### src/rtl/spi_dp_pkg.sv
package spi_dp_pkg;
    localparam int DATA_W = 8;
    localparam int BIT_W  = $clog2(DATA_W + 1);

    typedef logic [DATA_W-1:0] word_t;

    typedef struct packed {
        logic sck_oe;
        logic mosi_oe;
        logic miso_oe;
    } pin_ctl_t;
endpackage

### src/rtl/spi_dp_sync.sv
module spi_dp_sync #(
    parameter int             W       = 3,
    parameter int             STAGES  = 2,
    parameter logic [W-1:0]   RST_VAL = '0
) (
    input  logic         clk,
    input  logic         rst_n,
    input  logic [W-1:0] d,
    output logic [W-1:0] q
);
    for (genvar g = 0; g < STAGES; g++) begin : g_stg
        logic [W-1:0] r_q;
        logic [W-1:0] src;
        if (g == 0) begin : g_first
            assign src = d;
        end else begin : g_next
            assign src = g_stg[g-1].r_q;
        end
        always_ff @(posedge clk or negedge rst_n) begin
            if (!rst_n) r_q <= RST_VAL;
            else        r_q <= src;
        end
    end

    assign q = g_stg[STAGES-1].r_q;
endmodule

### src/rtl/spi_dp_dir.sv
module spi_dp_dir
    import spi_dp_pkg::*;
(
    input  logic     cfg_sync,
    input  logic     cfg_master,
    input  logic     cfg_three_pin,
    input  logic     ste_s,
    output pin_ctl_t ctl,
    output logic     drive_m,
    output logic     slv_sel
);
    always_comb begin
        drive_m     = cfg_sync & cfg_master & (cfg_three_pin | ste_s);
        slv_sel     = cfg_sync & ~cfg_master & (cfg_three_pin | ~ste_s);
        ctl.sck_oe  = drive_m;
        ctl.mosi_oe = drive_m;
        ctl.miso_oe = slv_sel;
    end
endmodule

### src/rtl/spi_dp_core.sv
module spi_dp_core
    import spi_dp_pkg::*;
#(
    parameter int DIV = 4
) (
    input  logic  clk,
    input  logic  rst_n,
    input  logic  cfg_master,
    input  logic  drive_m,
    input  logic  slv_sel,
    input  logic  wr_en,
    input  word_t wr_data,
    input  logic  conflict_clr,
    input  logic  sck_s,
    input  logic  mosi_s,
    input  logic  miso_in,
    output logic  sck_out,
    output logic  mosi_out,
    output logic  miso_out,
    output logic  busy,
    output word_t rd_data,
    output logic  rx_ready,
    output logic  conflict
);
    localparam int CW = (DIV > 1) ? $clog2(DIV) : 1;

    typedef struct packed {
        logic [CW-1:0]    div;
        logic             sck;
        logic             sck_prev;
        logic [BIT_W-1:0] bits;
        word_t            sh;
        logic             rxb;
        logic             mbusy;
        word_t            rd;
        logic             rdy;
        logic             cfl;
    } core_st_t;

    core_st_t st_d, st_q;
    logic     rise, fall;

    always_comb begin
        st_d          = st_q;
        st_d.rdy      = 1'b0;
        st_d.sck_prev = sck_s;
        rise          = sck_s & ~st_q.sck_prev;
        fall          = ~sck_s & st_q.sck_prev;
        if (conflict_clr) st_d.cfl = 1'b0;

        if (st_q.mbusy) begin
            if (!drive_m) begin
                st_d.mbusy = 1'b0;
                st_d.sck   = 1'b0;
                st_d.bits  = '0;
                st_d.div   = '0;
                st_d.cfl   = 1'b1;
            end else if (st_q.div == CW'(DIV - 1)) begin
                st_d.div = '0;
                if (!st_q.sck) begin
                    st_d.sck  = 1'b1;
                    st_d.rxb  = miso_in;
                    st_d.bits = st_q.bits + 1'b1;
                end else begin
                    st_d.sck = 1'b0;
                    st_d.sh  = {st_q.sh[DATA_W-2:0], st_q.rxb};
                    if (st_q.bits == BIT_W'(DATA_W)) begin
                        st_d.mbusy = 1'b0;
                        st_d.bits  = '0;
                        st_d.rd    = {st_q.sh[DATA_W-2:0], st_q.rxb};
                        st_d.rdy   = 1'b1;
                    end
                end
            end else begin
                st_d.div = st_q.div + 1'b1;
            end
        end else if (cfg_master) begin
            if (wr_en && drive_m) begin
                st_d.sh    = wr_data;
                st_d.mbusy = 1'b1;
                st_d.div   = '0;
                st_d.bits  = '0;
                st_d.sck   = 1'b0;
            end
        end else begin
            if (!slv_sel) begin
                st_d.bits = '0;
            end else if (rise) begin
                st_d.rxb  = mosi_s;
                st_d.bits = st_q.bits + 1'b1;
            end else if (fall && st_q.bits != '0) begin
                st_d.sh = {st_q.sh[DATA_W-2:0], st_q.rxb};
                if (st_q.bits == BIT_W'(DATA_W)) begin
                    st_d.bits = '0;
                    st_d.rd   = {st_q.sh[DATA_W-2:0], st_q.rxb};
                    st_d.rdy  = 1'b1;
                end
            end
            if (wr_en && st_q.bits == '0) st_d.sh = wr_data;
        end
    end

    always_ff @(posedge clk or negedge rst_n) begin
        if (!rst_n) st_q <= '0;
        else        st_q <= st_d;
    end

    assign sck_out  = st_q.sck;
    assign mosi_out = st_q.sh[DATA_W-1];
    assign miso_out = st_q.sh[DATA_W-1];
    assign busy     = st_q.mbusy | (st_q.bits != '0);
    assign rd_data  = st_q.rd;
    assign rx_ready = st_q.rdy;
    assign conflict = st_q.cfl;

    a_r7_ready_single: assert property (@(posedge clk) disable iff (!rst_n)
        st_q.rdy |=> !st_q.rdy);
    a_r7_ready_after_busy: assert property (@(posedge clk) disable iff (!rst_n)
        st_q.rdy |-> $past(busy));
    a_r9_conflict_sticky: assert property (@(posedge clk) disable iff (!rst_n)
        (st_q.cfl && !conflict_clr) |=> st_q.cfl);
    a_r5_sck_idle_low: assert property (@(posedge clk) disable iff (!rst_n)
        !st_q.mbusy |-> !st_q.sck);
    a_r8_hold_byte: assert property (@(posedge clk) disable iff (!rst_n)
        (st_q.mbusy && $past(st_q.mbusy) && !(st_q.sck == 1'b0 && $past(st_q.sck)))
        |-> $stable(st_q.sh));
endmodule

### src/rtl/spi_dual_port.sv
module spi_dual_port
    import spi_dp_pkg::*;
#(
    parameter int DIV = 4
) (
    input  logic              clk,
    input  logic              rst_n,
    input  logic              cfg_sync,
    input  logic              cfg_master,
    input  logic              cfg_three_pin,
    input  logic              wr_en,
    input  logic [DATA_W-1:0] wr_data,
    output logic [DATA_W-1:0] rd_data,
    output logic              rx_ready,
    output logic              busy,
    output logic              conflict,
    input  logic              conflict_clr,
    input  logic              ste_in,
    input  logic              sck_in,
    output logic              sck_out,
    output logic              sck_oe,
    input  logic              mosi_in,
    output logic              mosi_out,
    output logic              mosi_oe,
    input  logic              miso_in,
    output logic              miso_out,
    output logic              miso_oe
);
    logic [2:0] raw, synced;
    pin_ctl_t   ctl;
    logic       drive_m, slv_sel;

    assign raw = {ste_in, mosi_in, sck_in};

    spi_dp_sync #(.W(3), .STAGES(2), .RST_VAL(3'b100)) u_sync (
        .clk   (clk),
        .rst_n (rst_n),
        .d     (raw),
        .q     (synced)
    );

    spi_dp_dir u_dir (
        .cfg_sync      (cfg_sync),
        .cfg_master    (cfg_master),
        .cfg_three_pin (cfg_three_pin),
        .ste_s         (synced[2]),
        .ctl           (ctl),
        .drive_m       (drive_m),
        .slv_sel       (slv_sel)
    );

    spi_dp_core #(.DIV(DIV)) u_core (
        .clk          (clk),
        .rst_n        (rst_n),
        .cfg_master   (cfg_master),
        .drive_m      (drive_m),
        .slv_sel      (slv_sel),
        .wr_en        (wr_en),
        .wr_data      (wr_data),
        .conflict_clr (conflict_clr),
        .sck_s        (synced[0]),
        .mosi_s       (synced[1]),
        .miso_in      (miso_in),
        .sck_out      (sck_out),
        .mosi_out     (mosi_out),
        .miso_out     (miso_out),
        .busy         (busy),
        .rd_data      (rd_data),
        .rx_ready     (rx_ready),
        .conflict     (conflict)
    );

    assign sck_oe  = ctl.sck_oe;
    assign mosi_oe = ctl.mosi_oe;
    assign miso_oe = ctl.miso_oe;

    a_r3_no_contention: assert property (@(posedge clk) disable iff (!rst_n)
        !(mosi_oe && miso_oe));
    a_r9_release_on_conflict: assert property (@(posedge clk) disable iff (!rst_n)
        $rose(conflict) |-> !sck_oe && !busy);
endmodule

### config.mk
export PLATFORM = sky130hd
export DESIGN_NAME = spi_dual_port
export DESIGN_NICKNAME = d
export VERILOG_FILES = /design/src/rtl/spi_dp_pkg.sv /design/src/rtl/spi_dp_sync.sv /design/src/rtl/spi_dp_dir.sv /design/src/rtl/spi_dp_core.sv /design/src/rtl/spi_dual_port.sv
export SDC_FILE = /design/constraint.sdc
export NUM_CORES = 1
export LEC_CHECK = 0
export ABC_AREA = 1
export BUFFER_PORTS_ARGS = -buffer_cell sky130_fd_sc_hd__buf_2
export CAP_MARGIN = 5
export CORE_ASPECT_RATIO = 1.1
export CORE_MARGIN = 2
export CORE_UTILIZATION = 40
export DETAILED_ROUTE_END_ITERATION = 10
export GPL_ROUTABILITY_DRIVEN = 0
export PLACE_DENSITY = 0.64
export REMOVE_ABC_BUFFERS = 1
export SYNTH_ARGS = -nofsm -noshare
export SYNTH_HDL_FRONTEND = slang
export SYNTH_SLANG_ARGS = --single-unit
### constraint.sdc
create_clock -name clk -period 3.05 [get_ports clk]
set_input_delay 0.1525 -clock clk [delete_from_list [all_inputs] [get_ports clk]]
set_output_delay 0.1525 -clock clk [all_outputs]
set_load 0.01 [all_outputs]
==> results of run 1 <==
Yosys cell counts:
library cell  instances
nand2_4               2
nand4_1               4
ha_1                  3
nor2_2                1
o21ai_0              19
nand3_1              16
nand3b_1              7
nor2_1                9
nand2_2               6
buf_6                 1
nand3_4               1
dfrtp_1              32
nand4_4               1
nor2_8                2
nand3_2               1
a22o_1                1
a21oi_1               2
inv_1                23
nand2_1             107
o21ai_1               1
nor3_2                1
buf_4                11
clkinv_1              1
inv_2                 6
o21ai_2               1
nor3_1                1
nor2_4                2
dfstp_2               2
clkbuf_1              1
flip-flops by register name, indices dropped and copies added (netlist names):
| name | flops |
|---|---|
| u_core.conflict | 1 |
| u_core.rd_data | 8 |
| u_sync.q | 3 |
| u_core.st_q | 16 |
| u_sync.g_stg.r_q | 3 |
| u_core.sck_out | 1 |
| u_core.miso_out | 1 |
| u_core.rx_ready | 1 |
layout make-up:
cell class | count | area, um2
clock buffer | 7 | 86.33
clock inverter | 1 | 5.005
sequential | 34 | 853.3
multi-input combinational | 188 | 950.9
inverter | 30 | 112.6
timing repair buffer | 39 | 215.2
tap | 58 | 72.57
fill | 523 | 2636
repair_timing:
item / CTS / global route
endpoints found under the setup margin: 0 / 0
endpoints found under the hold margin: 35 / 0
hold buffers: 4 / 0
final timing paths:
check	from	to	slack, ps	cells past startpoint
setup reg to reg	u_core.st_q[10]$_DFF_PN0_	u_core.rd_data[0]$_DFFE_PN0P_	1250	7
min in group asynchronous	rst_n	u_core.st_q[10]$_DFF_PN0_	470	2
max in group asynchronous	rst_n	u_core.st_q[15]$_DFFE_PN0P_	2100	2
hold reg to reg	u_sync.g_stg[0].r_q[0]$_DFF_PN0_	u_sync.q[0]$_DFF_PN0_	350	0
hold / removal	conflict_clr	u_core.conflict$_DFF_PN0_	60	2
setup / recovery	u_core.st_q[10]$_DFF_PN0_	u_core.rd_data[0]$_DFFE_PN0P_	1250	7
cells by family after synthesis:
kind of cell,synth area share [%]
fa+ha+maj,1.864
simple gates,39.01
flops,42.36
buf+inv,10.43
compound gates,6.335
routing by layer:
metal,up-vias,part of all wire (%)
li1,896,-
met1,800,45
met2,39,48
met3,9,4.4
met4,0,1.9
met5,-,0
power by group:
part | internal, mW | total [mW] | switching [mW] | leakage [nW]
clock network | 0.182 | 0.341 | 0.159 | 0.0482
registers | 0.497 | 0.544 | 0.0470 | 0.439
logic | 0.0882 | 0.216 | 0.128 | 0.847
total | 0.767 | 1.10 | 0.334 | 1.33
critical path, delay by kind of cell (launching register included):
family / cells / cell delay [ps]
AND/OR/NAND/NOR: 6 / 920
flip-flops: 1 / 510
buffers and inverters: 1 / 290
stage by stage:
step,setup WS [ps],power [mW],cell area [um2]
after floorplan,1560,0.6885,1917
after global placement,1296,0.7634,2165
after detailed placement,1253,0.7668,2165
after CTS,1238,1.113,2296
after global routing,1101,1.176,2296
final,1253,1.102,2296
==> metrics.txt, run 1 <==
status=complete, no violations; Core Box Area=4932 um2; most common cell after layout, fill and taps aside=nand2_1; Yosys cell types=29; TNS Setup=0 ps; gr ovfl total=0; Syn Inst Count=~270; initial drt markers=between 70 and 80; Tightest Pin Transition=between 700 and 800 ps; Yosys reg bits=34; fmax=556.6 MHz; dpl cells=345; Final min period=1797 ps; Final Hold Vio Count=0; utilization after layout=a little under half; crit path capture type=flop; Die Span Y=78.43 um; clock sink count=34; WL final=~4300 um; max incr delay on CP=510 ps; HPWL after detailed placement=3312 um; cts bufs inserted=5; Clock transition at path regs=70 ps; vias per cell=roughly 5; global-route wire length before repair=7583 um; Post-CTS Setup Bufs=0; RSZ-0062 raised after global routing=no; Fin Hold WS=62.13 ps; fraction of layout cells with a size suffix above 1=22.74%; H-tree levels=2; post-route antenna net violation count=0; WP data arrival=2020 ps; Rel. slew slack=51.07%; Ys Warns=0; CP Class=reg -> reg; Clock Latency Late Sink=280 ps; Synth area leader=dfrtp_1; row cnt=27; final setup vio count=0; VDD IR max=0.0003563 V; Layout area overhead=13.98%; initial antenna violation count=0; Top Ports=36; pwr dens=about 480 nW/um2; Avg Inst Size Synth=~7.6 um2; Tot GR Track Use=17.00%; Max Cap Violations=0; vias in the first global route=1666; ranking of synthesized cells by area=dfrtp_1 (40%), nand2_1 (20%), o21ai_0 (4.7%), inv_1 (4.3%), buf_4 (4.1%); CP most frequent cell=nand2_1; Synth top area share=39.75%; clock root buffer=clkbuf_8; Worst Clk Skew=7.854 ps; Synth Cell Area=~2000 um2; crit-path cells=inv_2 > nor2_1 > nor3_2 > nand2_2 > nor2_8 > nand2_1 > nand2_1; M3 GR Usage=2.953%; PostCTS Resize Cnt=0; fin nets=320; Startpoint Class=flop; crit-path max FO=17; Hold Crit Class=in -> reg; clock buffer depth=2; CTS tree=done; Vias=about 1700; Initial Util=approximately two fifths; met1 Use GR=23.07%; PortBufs=35; Top Usage Layer GRT=met2; DRC=0; Seq/Total Area, Yosys=42.36%; final std cells w/o fill=around 360; Initial DRT Pass Iterations=4; Slew Limit Fails=0; Chip Width=71.66 um; slowest stage cell on the critical path=dfrtp_1; die footprint=around 5600 um2; Tcrit/Tclk final=58.90%; drt wl/cell=roughly 12 um; n_diodes=0; Leak=1.334 nW; routing usage on met2=27.13%; commonest non-fill, non-tap cells in the layout=nand2_1 (107), buf_2 (35), dfrtp_1 (32); WP data required=around 3300 ps; largest net degree at the start of global routing=35
(Power assumes the default switching activity.)
==> run 2: changes to the inputs <==
==> constraint.sdc (replaced) <==
create_clock -name clk -period 1.8 [get_ports clk]
set_input_delay 0.09 -clock clk [delete_from_list [all_inputs] [get_ports clk]]
set_output_delay 0.09 -clock clk [all_outputs]
set_load 0.01 [all_outputs]
==> metrics.txt, run 2 (synthesis results as in run 1) <==
Tot GR Track Use=17.51%; R2R Setup Slk=170 ps; Top Usage Layer GRT=met2; PortBufs=35; clock buffer depth=2; Final Hold Vio Count=0; initial antenna violation count=0; Initial Util=40.84%; R2R cell count=10; CP Class=reg -> reg; Startpoint Class=flop; CTS tree=done; HPWL after detailed placement=3268 um; Final min period=approximately 1600 ps; multi-input logic area=950.9 um2; Register Area=853.3 um2; commonest non-fill, non-tap cells in the layout=nand2_1 (107), buf_2 (35), dfrtp_1 (32); WP data required=1970 ps; crit-path max FO=10; Tightest Pin Transition=758.6 ps; pwr dens=802.7 nW/um2; RSZ-0062 raised after global routing=no; clock sink count=34; Fillers=494; crit path from=u_core.st_q[20]$_DFFE_PN0P_; most common cell after layout, fill and taps aside=nand2_1; Worst Clk Skew=around 12 ps; Top Ports=36; drt wl/cell=12.18 um; hold-critical path depth=4; Max Cap Violations=0; die footprint=5620 um2; WP data arrival=1810 ps; Worst Min Path Start=miso_in; gr ovfl total=0; TNS Setup=0 ps; VDD IR max=0.0006289 V; Initial DRT Pass Iterations=4; post-route antenna net violation count=0; status=complete, no violations; Vias=1789; cts bufs inserted=5; max reg flops=16; Layout area overhead=17.08%; met1 Use GR=23.67%; CP most frequent cell=nand2_1; Setup crit end=u_core.miso_out$_DFFE_PN0P_; Die Span Y=78.43 um; Chip Width=71.66 um; H-tree levels=2; fmax=612.9 MHz; routing usage on met2=27.13%; vias in the first global route=1655; Tcrit/Tclk final=90.64%; global-route wire length before repair=about 7700 um; Power, Total=1.893 mW; largest net degree at the start of global routing=35; Core Box Area=between 4000 and 5000 um2; vias per cell=4.901; crit-path cells=inv_1 > ha_1 > nand3_1 > nand2_1 > nand2_1 > nand2_4 > nand2_2 > nand3_2 > nand2_1 > nand2_1; initial drt markers=about 120; Leak=approximately 1.4 nW; crit path capture type=flop; row cnt=27; max incr delay on CP=390 ps; r2r startpoint=u_core.st_q[20]$_DFFE_PN0P_; Slew Limit Fails=0; WL final=roughly 4400 um; M3 GR Usage=under 10%; pre-CTS setup slack=201.1 ps; design area=2359 um2; n_diodes=0; Post-DP Area=2217 um2; Biggest register=u_core.st_q; Hold Crit Class=in -> reg; fraction of layout cells with a size suffix above 1=24.43%; Clock Latency Late Sink=slightly below 300 ps; Clock transition at path regs=around 80 ps; worst setup margin=168.5 ps; Crit Reg-Reg Endpoint=u_core.miso_out$_DFFE_PN0P_; slowest stage cell on the critical path=dfrtp_1; clock root buffer=clkbuf_8; fin nets=328; Rel. slew slack=49.43%; final setup vio count=0; DRC=0
run 2: timing repair:
item	CTS	global route
hold buffers	5	0
resized for setup	0	1
buffers inserted	0	0
endpoints found under the hold margin	36	0
endpoints found under the setup margin	0	1
run 2: per-layer routing:
layer | part of all wire, % | wire length [um]
met1 | 44 | 1941
met5 | 0 | 0
met3 | 7.1 | 314
met4 | 1.7 | 74
met2 | 48 | 2113
run 2: where the power goes:
group | switching, mW | internal, mW
clock network | 0.274 | 0.309
logic | 0.226 | 0.161
registers | 0.0807 | 0.842
run 2: through the flow:
step	hold WS [ps]	utilization (%)	cells
5_1_grt	177.4	47.82	365
6_report	140.5	47.82	365
3_5_place_dp	197.6	44.95	352
3_3_place_gp	195.7	44.95	352
4_1_cts	135.3	47.82	365
2_1_floorplan	-205.6	-	252
run 2: worst max-delay path, delay by kind of cell, from the launching register on:
| family | cells | cell delay, ps |
|---|---|---|
| buffers and inverters | 1 | 70 |
| adder cells (fa/ha/maj) | 1 | 260 |
| flip-flops | 1 | 390 |
| AND/OR/NAND/NOR | 8 | 790 |
run 2: final cells by class:
class	instances	area share, %
Clock buffer	7	3.660
Clock inverter	1	0.2122
Inverter	30	4.775
Tap cell	58	3.077
Timing Repair Buffer	47	11.78
Sequential cell	34	36.18
Multi-Input combinational cell	188	40.32
run 2: worst min path at each step:
| stage | end | slack, ps |
|---|---|---|
| 6_report | u_core.st_q[11]$_DFFE_PN0P_ | 140 |
| 5_1_grt | u_core.st_q[11]$_DFFE_PN0P_ | 180 |
| 4_1_cts | u_core.st_q[11]$_DFFE_PN0P_ | 140 |
| 3_5_place_dp | u_sync.g_stg[0].r_q[0]$_DFF_PN0_ | 200 |
| 3_3_place_gp | u_core.conflict$_DFF_PN0_ | 200 |
| 2_1_floorplan | u_core.conflict$_DFF_PN0_ | -210 |
